===== config.mk =====
export PLATFORM = sky130hd
export DESIGN_NAME = srs_selector
export DESIGN_NICKNAME = d
export VERILOG_FILES = /design/src/rtl/srs_pkg.sv /design/src/rtl/srs_set_pick.sv /design/src/rtl/srs_ctrl_regs.sv /design/src/rtl/srs_bank_rf.sv /design/src/rtl/srs_selector.sv
export SDC_FILE = /design/constraint.sdc
export NUM_CORES = 2
export LEC_CHECK = 0
export BUFFER_PORTS_ARGS = -buffer_cell sky130_fd_sc_hd__buf_2
export CORE_MARGIN = 2
export CORE_UTILIZATION = 55
export DETAILED_ROUTE_END_ITERATION = 10
export MAX_ROUTING_LAYER = met4
export PLACE_DENSITY = 0.71
export RECOVER_POWER = 25
export SLEW_MARGIN = 30
export SYNTH_ARGS = -nofsm -noshare
export SYNTH_HDL_FRONTEND = slang
export SYNTH_SLANG_ARGS = --single-unit

===== constraint.sdc =====
create_clock -name clk -period 3.8 [get_ports clk]
set_clock_uncertainty 0.2 [all_clocks]
set_input_delay 0.19 -clock clk [delete_from_list [all_inputs] [get_ports clk]]
set_output_delay 0.19 -clock clk [all_outputs]
set_load 0.005 [all_outputs]

===== src/rtl/srs_pkg.sv =====
package srs_pkg;
  localparam int SET_W   = 4;
  localparam int LINES   = 8;
  localparam int CFG_W   = 32;

  localparam int CUR_LSB  = 0;
  localparam int PREV_LSB = 6;
  localparam int ESS_LSB  = 12;
  localparam int EXT_LSB  = 18;
  localparam int HSS_LSB  = 26;

  typedef enum logic [1:0] {
    MODE_CLASSIC  = 2'd0,
    MODE_VECTOR   = 2'd1,
    MODE_EXTERNAL = 2'd2,
    MODE_RSVD     = 2'd3
  } irq_mode_e;

  // Any number beyond the top implemented set falls back to bank 0.
  function automatic logic [SET_W-1:0] clamp_set(input logic [SET_W-1:0] s,
                                                 input logic [SET_W-1:0] top);
    return (s > top) ? '0 : s;
  endfunction

  function automatic logic [SET_W-1:0] map_field(input logic [CFG_W-1:0] map,
                                                 input logic [2:0] line);
    return map[line*SET_W +: SET_W];
  endfunction

  function automatic logic [CFG_W-1:0] pack_ctrl(input logic [SET_W-1:0] top,
                                                 input logic [SET_W-1:0] ext,
                                                 input logic [SET_W-1:0] ess,
                                                 input logic [SET_W-1:0] prev,
                                                 input logic [SET_W-1:0] cur);
    logic [CFG_W-1:0] w;
    w = '0;
    w[HSS_LSB  +: SET_W] = top;
    w[EXT_LSB  +: SET_W] = ext;
    w[ESS_LSB  +: SET_W] = ess;
    w[PREV_LSB +: SET_W] = prev;
    w[CUR_LSB  +: SET_W] = cur;
    return w;
  endfunction
endpackage


===== src/rtl/srs_set_pick.sv =====
module srs_set_pick
  import srs_pkg::*;
#(
  parameter int NUM_SETS = 4
) (
  input  logic [1:0]       mode,
  input  logic             is_irq,
  input  logic [2:0]       line,
  input  logic [SET_W-1:0] ext_set,
  input  logic [5:0]       ext_level,
  input  logic [SET_W-1:0] ess,
  input  logic [CFG_W-1:0] map,
  output logic [SET_W-1:0] pick,
  output logic             ext_take
);
  localparam logic [SET_W-1:0] TOP = SET_W'(NUM_SETS - 1);

  logic [SET_W-1:0] raw;

  always_comb begin
    ext_take = 1'b0;
    raw      = ess;
    unique case (irq_mode_e'(mode))
      MODE_VECTOR: begin
        if (is_irq) raw = map_field(map, line);
      end
      MODE_EXTERNAL: begin
        if (is_irq && (ext_level != '0)) begin
          raw      = ext_set;
          ext_take = 1'b1;
        end
      end
      default: raw = ess;
    endcase
    pick = clamp_set(raw, TOP);
  end
endmodule


===== src/rtl/srs_ctrl_regs.sv =====
module srs_ctrl_regs
  import srs_pkg::*;
#(
  parameter int NUM_SETS = 4
) (
  input  logic             clk,
  input  logic             rst_n,
  input  logic             cfg_we,
  input  logic             cfg_sel,
  input  logic [CFG_W-1:0] cfg_wdata,
  output logic [CFG_W-1:0] cfg_rdata,
  input  logic             exc_enter,
  input  logic             exc_return,
  input  logic [SET_W-1:0] entry_set,
  input  logic             ext_take,
  output logic [SET_W-1:0] cur_q,
  output logic [SET_W-1:0] prev_q,
  output logic [SET_W-1:0] ess_q,
  output logic [SET_W-1:0] ext_q,
  output logic [CFG_W-1:0] map_q
);
  localparam logic [SET_W-1:0] TOP = SET_W'(NUM_SETS - 1);

  logic wr_ctrl, wr_map;
  assign wr_ctrl = cfg_we && !cfg_sel;
  assign wr_map  = cfg_we &&  cfg_sel;

  always_ff @(posedge clk) begin
    if (!rst_n) begin
      cur_q  <= '0;
      prev_q <= '0;
      ess_q  <= '0;
      ext_q  <= '0;
      map_q  <= '0;
    end else begin
      if (wr_ctrl) begin
        ess_q  <= cfg_wdata[ESS_LSB +: SET_W];
        if (!exc_enter) prev_q <= cfg_wdata[PREV_LSB +: SET_W];
      end
      if (wr_map) map_q <= cfg_wdata;
      if (exc_enter) begin
        prev_q <= cur_q;
        cur_q  <= entry_set;
        if (ext_take) ext_q <= entry_set;
      end else if (exc_return) begin
        cur_q <= clamp_set(prev_q, TOP);
      end
    end
  end

  assign cfg_rdata = cfg_sel ? map_q : pack_ctrl(TOP, ext_q, ess_q, prev_q, cur_q);
endmodule


===== src/rtl/srs_bank_rf.sv =====
module srs_bank_rf
  import srs_pkg::*;
#(
  parameter int NUM_SETS = 4,
  parameter int NUM_REGS = 32,
  parameter int DATA_W   = 32
) (
  input  logic                        clk,
  input  logic [SET_W-1:0]            bank,
  input  logic                        we,
  input  logic [$clog2(NUM_REGS)-1:0] waddr,
  input  logic [DATA_W-1:0]           wdata,
  input  logic [$clog2(NUM_REGS)-1:0] raddr_a,
  output logic [DATA_W-1:0]           rdata_a,
  input  logic [$clog2(NUM_REGS)-1:0] raddr_b,
  output logic [DATA_W-1:0]           rdata_b
);
  localparam int AW    = $clog2(NUM_REGS);
  localparam int DEPTH = NUM_SETS * NUM_REGS;
  localparam int IW    = $clog2(DEPTH);

  logic [DATA_W-1:0] mem [DEPTH];
  logic              wr_live;

  function automatic logic [IW-1:0] flat_idx(input logic [SET_W-1:0] b,
                                             input logic [AW-1:0] a);
    return IW'(b) * IW'(NUM_REGS) + IW'(a);
  endfunction

  assign wr_live = we && (waddr != '0);

  always_ff @(posedge clk) begin
    if (wr_live) mem[flat_idx(bank, waddr)] <= wdata;
  end

  logic [AW-1:0]     rd_addr [2];
  logic [DATA_W-1:0] rd_data [2];
  assign rd_addr[0] = raddr_a;
  assign rd_addr[1] = raddr_b;

  for (genvar p = 0; p < 2; p++) begin : g_rd
    always_comb begin
      if (rd_addr[p] == '0)                        rd_data[p] = '0;
      else if (wr_live && (waddr == rd_addr[p]))   rd_data[p] = wdata;
      else                                         rd_data[p] = mem[flat_idx(bank, rd_addr[p])];
    end
  end

  assign rdata_a = rd_data[0];
  assign rdata_b = rd_data[1];
endmodule


===== src/rtl/srs_selector.sv =====
module srs_selector
  import srs_pkg::*;
#(
  parameter int NUM_SETS = 4,
  parameter int NUM_REGS = 32,
  parameter int DATA_W   = 32
) (
  input  logic        clk,
  input  logic        rst_n,
  input  logic        cfg_we,
  input  logic        cfg_sel,
  input  logic [31:0] cfg_wdata,
  output logic [31:0] cfg_rdata,
  input  logic        exc_enter,
  input  logic        exc_return,
  input  logic [1:0]  int_mode,
  input  logic        is_irq,
  input  logic [2:0]  vec_line,
  input  logic [3:0]  ext_set,
  input  logic [5:0]  ext_level,
  output logic [3:0]  cur_set,
  output logic [3:0]  prev_set,
  input  logic        rf_we,
  input  logic [4:0]  rf_waddr,
  input  logic [31:0] rf_wdata,
  input  logic [4:0]  rf_raddr_a,
  output logic [31:0] rf_rdata_a,
  input  logic [4:0]  rf_raddr_b,
  output logic [31:0] rf_rdata_b
);
  // Internal events brought out as named wires for the checker.
  logic [SET_W-1:0] entry_set;
  logic             ext_take;
  logic [SET_W-1:0] ess_q, ext_q;
  logic [CFG_W-1:0] map_q;

  srs_set_pick #(.NUM_SETS(NUM_SETS)) u_pick (
    .mode(int_mode), .is_irq(is_irq), .line(vec_line),
    .ext_set(ext_set), .ext_level(ext_level),
    .ess(ess_q), .map(map_q),
    .pick(entry_set), .ext_take(ext_take)
  );

  srs_ctrl_regs #(.NUM_SETS(NUM_SETS)) u_regs (
    .clk(clk), .rst_n(rst_n),
    .cfg_we(cfg_we), .cfg_sel(cfg_sel), .cfg_wdata(cfg_wdata), .cfg_rdata(cfg_rdata),
    .exc_enter(exc_enter), .exc_return(exc_return),
    .entry_set(entry_set), .ext_take(ext_take),
    .cur_q(cur_set), .prev_q(prev_set), .ess_q(ess_q), .ext_q(ext_q), .map_q(map_q)
  );

  srs_bank_rf #(.NUM_SETS(NUM_SETS), .NUM_REGS(NUM_REGS), .DATA_W(DATA_W)) u_rf (
    .clk(clk), .bank(cur_set),
    .we(rf_we), .waddr(rf_waddr[$clog2(NUM_REGS)-1:0]), .wdata(rf_wdata[DATA_W-1:0]),
    .raddr_a(rf_raddr_a[$clog2(NUM_REGS)-1:0]), .rdata_a(rf_rdata_a[DATA_W-1:0]),
    .raddr_b(rf_raddr_b[$clog2(NUM_REGS)-1:0]), .rdata_b(rf_rdata_b[DATA_W-1:0])
  );
endmodule


# [Yosys cells after proc, flatten, opt, wreduce, memory -nomap -nowiden]
# Memories as Yosys holds them, arrays and structs flattened.
# Cells that the tools add are included.
[op_classes] n_shift=1 n_mux=18 eq_ne=4 n_reduce_logical=14 order_cmp=2 addsub=3
[ops] cell="32-bit two-way mux" count=5
[ops] cell="4-bit two-way mux" count=8
[ops] cell="32-bit by 6-bit variable part select with 4-bit output" count=1
[ops] cell="7-bit by 5-bit adder with 7-bit output" count=3
[ops] cell="5-bit equality test" count=2
[ops] cell="5-bit logical NOT" count=2
[ops] cell="4-bit by 2-bit > comparator with 1-bit output (second input constant)" count=2
[ops] cell="4-bit case mux with 2 select lines" count=1
[ops] cell="1-bit logical AND" count=6
[ops] cell="6-bit nonzero test" count=1
[ops] cell="5-bit nonzero test" count=1
[ops] cell="1-bit two-way mux" count=4
[ops] cell="2-bit nonzero test" count=2
[ops] cell="2-bit by 1-bit equality test with 1-bit output (second input constant)" count=1
[ops] cell="2-bit equality test (second input constant)" count=1
[ops] cell="2-bit AND reduction" count=1
[ops] cell="1-bit logical NOT" count=1
[word_totals] in_bits=102 mem_bits_rw=4096 elab_cells=48 ff_bits=48 mem_count=1
[mem_list] name="u_rf.mem" depth=128 width=32 read_ports=2 rd_clocked_by_memory_dff=0 wr=1 line="srs_bank_rf.sv:22" text="logic [DATA_W-1:0] mem [DEPTH];"

# [Logic depth before layout (Yosys ltp)]
[logic_depth] ltp_word=7 mapped_depth=13 mapped_depth_nobuf=7

# [Cells and area by module]
# A second synthesis with hierarchy kept.
[hier_totals] cells_unflattened=9082 hier_area_um2=192051.7
[modules_own_cells] mod="srs_bank_rf" seq_area_each_um2=122998.0 cells_each=8787 instances=1 area_each_um2=189387.9
[modules_own_cells] mod="srs_ctrl_regs" seq_area_each_um2=960.9 cells_each=247 instances=1 area_each_um2=2172.1
[modules_own_cells] mod="srs_set_pick" seq_area_each_um2=0.0 cells_each=48 instances=1 area_each_um2=491.7

# [Worst setup path before layout]
# OpenSTA, ideal clock, no wires.
[synth_path] path_kind="register to register" from="register u_regs.cur_q[0]" to="memory u_rf.mem[56][0], enable pin" t_arrival_ns=2.942 setup_ns=0.421 path_stages_with_launch=7 path_buffers=3 period_less_slack_ns=3.563 setup_slack_ns=0.237 required_ns=3.179 path_cell_list="dfxtp_1 clkbuf_1 nor2b_1 clkbuf_1 buf_1 nand3_1 nor2_1"
[synth_via] elab_chain_cells=1
[synth_lines] element="from (decl)" line="srs_ctrl_regs.sv:16" text="output logic [SET_W-1:0] cur_q,"
[synth_lines] element="from (signal assigned)" line="srs_ctrl_regs.sv:43" text="cur_q <= entry_set;"
[synth_lines] element="from (signal assigned)" line="srs_ctrl_regs.sv:46" text="cur_q <= clamp_set(prev_q, TOP);"
[synth_lines] element="7-bit by 5-bit adder with 7-bit output" line="srs_bank_rf.sv:27" text="return IW'(b) * IW'(NUM_REGS) + IW'(a);"
[synth_lines] element="to (decl)" line="srs_bank_rf.sv:22"
# Every way passes these cells.

==> flow_summary_export.csv <==
group,metric,value,unit
layout,drive_gt1_share,43.8,%
synth,yosys.cell_count.top_type,"edfxtp_1",
run_status,status,"complete, but fails checks",
die,fp.dieH,595,µm
layout,multi_input_area,69700,µm²
clock_network,root_buffer,"clkbuf_16",
synth,synth_compound_area_share,3.40,%
place,gp_congestion,1.07,
hold_path,hold_class,"primary input to register",
synth,yosys_warnings,0,
timing,setup_slack,-405,ps
synth,synth_top_cell_by_area,"edfxtp_1",
synth,synthTopCellsByArea,"edfxtp_1, mux4_2, mux2i_1",
grt,grtUsageTotal,43.8,%
synth,synth_edf_count,4096,
clock_network,clock_latency,1000,ps
critical_path,arrival,3820,ps
routing,antenna_left,0,
critical_path,worstSetupStartpointType,"register",
clock_network,clockBufferDepth,4,
routing,num_vias,122000,
routing,firstDrtPassIters,8,
grt,grt_antenna_before_repair,73,
routing,viasPerCell,7.59,
run_status,violations,"capacitance limit, slew limit, setup timing",
layout,finalInstanceArea,233000,µm²
synth,synth-seq-cells,4144,
synth,synth_cells,9462,
clock_network,cts_tree,"yes",
layout,seqCellArea,124000,µm²
die,dieArea,354000,µm²
synth,syn_avg_cell_area,20.3,µm²
synth,synth_top_cells_by_count,"edfxtp_1, mux4_2, mux2i_1",
critical_path,r2r_slack,70,ps
grt,grt_pass1_wl,1010000,µm
timing,hold_violations,0,
power_and_ir_drop,powerDensity,454,nW/µm²
hold_path,hp-start,"rf_wdata[5]",
clock_network,numCtsBuffers,430,
die,num_rows,216,
critical_path,crit_chain,"mux4_2 -> mux4_2 -> a311oi_2 -> nand3_2 -> buf_6 -> o221a_4 -> buf_6",
hold_path,hold_end,"u_rf.mem[84][5]",
clock_network,cts_sinks,4144,
timing,relSlewSlack,-102,%
synth,async_flop_share,0,%
timing,fin_setup_tns,-11140,ps
synth,syn_area,192000,µm²
timing,fmax,0.238,GHz
routing,route.detailed.drc,0,
synth,synth_flop_cell,"edfxtp_1",
timing,period_needed,4210,ps
die,die_x,595,µm
layout,synthToLayoutAreaGrowth,21.3,%
synth,seq_area_frac_synth,64.5,%
critical_path,regToRegStartpoint,"u_regs.map_q[15]",
power_and_ir_drop,p_leak,76.4,nW
critical_path,critPathCaptureType,"primary output",
routing,drt_iter0_markers,23400,
synth,synth_top_area_share,64.0,%
die,start_util,55.4,%
grt,grt_pass1_vias,118000,
clock_network,clkTransAtPathRegs,60,ps
place,portBuffers,205,
place,dp_hpwl,504000,µm
timing,rsz0062_at_grt,"yes",
clock_network,htree_levels,5,
synth,yosys.area_share.xor_xnor,0.0456,%
synth,synth-simple-area-share,1.78,%
timing,max_slew.worst_pin.slew,3040,ps
timing,fin_crit_sh,111,%
die,core,347000,µm²
critical_path,r2r_cells,9,
die,ioPinCount,206,
critical_path,criticalPathCategory,"register to primary output",
power_and_ir_drop,peakVddDrop,463,µV
routing,wirelength,756000,µm
critical_path,crit_slowest_cell,"mux4_2",
critical_path,crit_required,3410,ps
synth,synth_top_family_by_area,"multiplexers",
critical_path,slowest_delay,720,ps
grt,grt_max_degree,97,
power_and_ir_drop,p_total,106,mW
critical_path,rr_endpoint,"u_regs.ext_q[0]",
synth,synth-adder-area-share,0.0130,%
place,placed_area,211000,µm²
timing,setup_viol,99,
flow_run,max_cap_violations,35,
timing,drv_slew,1687,
layout,nets,11200,
grt,overflow,0,
synth,muxShareOfSynthArea,28.3,%
layout,fillers,21900,
routing,avgRoutedWirePerCell,46.9,µm
synth,synth_cell_type_count,64,
hold_path,hold_depth,2,
place,pre_cts_slack,-846,ps
critical_path,crit_path_max_fanout,2,
state kept, by name, summed over array words and instances, names as in the netlist:
| name | flops |
|---|---|
| u_rf.mem | 4096 |
| u_regs.map_q | 32 |
| u_regs.cur_q | 4 |
| u_regs.ess_q | 4 |
| u_regs.ext_q | 4 |
| u_regs.prev_q | 4 |
power by group:
part | switching [mW] | internal, mW
Clock | 18.6 | 24.8
Combinational | 7.06 | 4.73
Sequential | 0.116 | 50.5
Total | 25.8 | 80.0
worst max-delay path, delay by kind of cell (launching register included):
kind            cells  cell delay [ps]
flops               1              410
compound gates      2              620
buf+inv             2              320
mux                 2             1220
simple gates        1              200
routing by layer:
layer / up-vias / wire length (µm) / part of all wire [%] / global-route usage [%]
met1: 64500 / 249000 / 33 / 55.5
met5: - / 0 / 0 / -
met2: 11200 / 328000 / 43 / 59.8
li1: 44600 / - / - / -
met3: 1993 / 120000 / 16 / 15.6
met4: 0 / 59600 / 7.9 / 28.6
how the worst max path moves through the flow:
| stage | startpoint | to | slack [ps] | depth (start not counted) |
|---|---|---|---|---|
| final | u_rf.mem[95][24] | rf_rdata_a[24] | -410 | 7 |
| after global routing | u_rf.mem[95][24] | rf_rdata_a[24] | -360 | 7 |
| after CTS | u_regs.cur_q[0] | rf_rdata_b[29] | -300 | 12 |
| after detailed placement | rf_raddr_b[0] | rf_rdata_b[20] | -850 | 10 |
| after global placement | rf_raddr_b[0] | rf_rdata_b[20] | -790 | 10 |
| after floorplan | u_regs.cur_q[0] | u_rf.mem[56][0] | 240 | 6 |
cells by family after synthesis:
kind of cell	count (synthesis)
flip-flops	4144
adder cells (fa/ha/maj)	2
buffers and inverters	762
other	1
multiplexers	2827
AO/OA/AOI/OAI	945
XOR/XNOR	10
AND/OR/NAND/NOR	771
per-stage QoR:
step | utilization [%] | hold slack, ps | instances
after global placement | 61.0 | 237 | 15000
final | 67.2 | 87.3 | 16100
after global routing | 67.2 | 115 | 16100
after CTS | 66.8 | 6.64 | 16000
after detailed placement | 61.0 | 243 | 15000
after floorplan | - | 66.1 | 9589
repair_timing:
item | 4_1_cts | 5_1_grt
cloned | 6 | 4
endpoints found under the hold margin | 3873 | 11
setup buffers | 61 | 56
endpoints found under the setup margin | 64 | 67
pin swaps | 147 | 115
gates resized for setup | 717 | 228
hold buffers | 173 | 1
placed cells by master, fill, tap and decap left out, types with 64 or more instances in the layout:
| cell type | instances |
|---|---|
| a21oi_1 | 99 |
| a22oi_1 | 190 |
| buf_12 | 355 |
| buf_2 | 132 |
| buf_4 | 983 |
| buf_6 | 118 |
| clkbuf_1 | 100 |
| clkbuf_16 | 438 |
| clkinv_1 | 97 |
| clkinv_2 | 72 |
| conb_1 | 128 |
| diode_2 | 64 |
| dlygate4sd3_1 | 173 |
| edfxtp_1 | 4096 |
| mux2i_1 | 671 |
| mux4_2 | 2074 |
| nand2_1 | 161 |
| nor2_1 | 128 |
| nor2_4 | 163 |
| o22ai_1 | 139 |
area by class of cell:
class,instances,share of cell area [%]
Antenna cell,64,0.0687
Sequential cell,4144,53.2
Tap cell,4578,2.46
Inverter,8,0.0140
Multi-Input combinational cell,4683,29.9
Timing Repair Buffer,1845,8.22
Clock inverter,275,1.33
Clock buffer,514,4.81
Note: power is estimated with default switching activity, not from simulation.
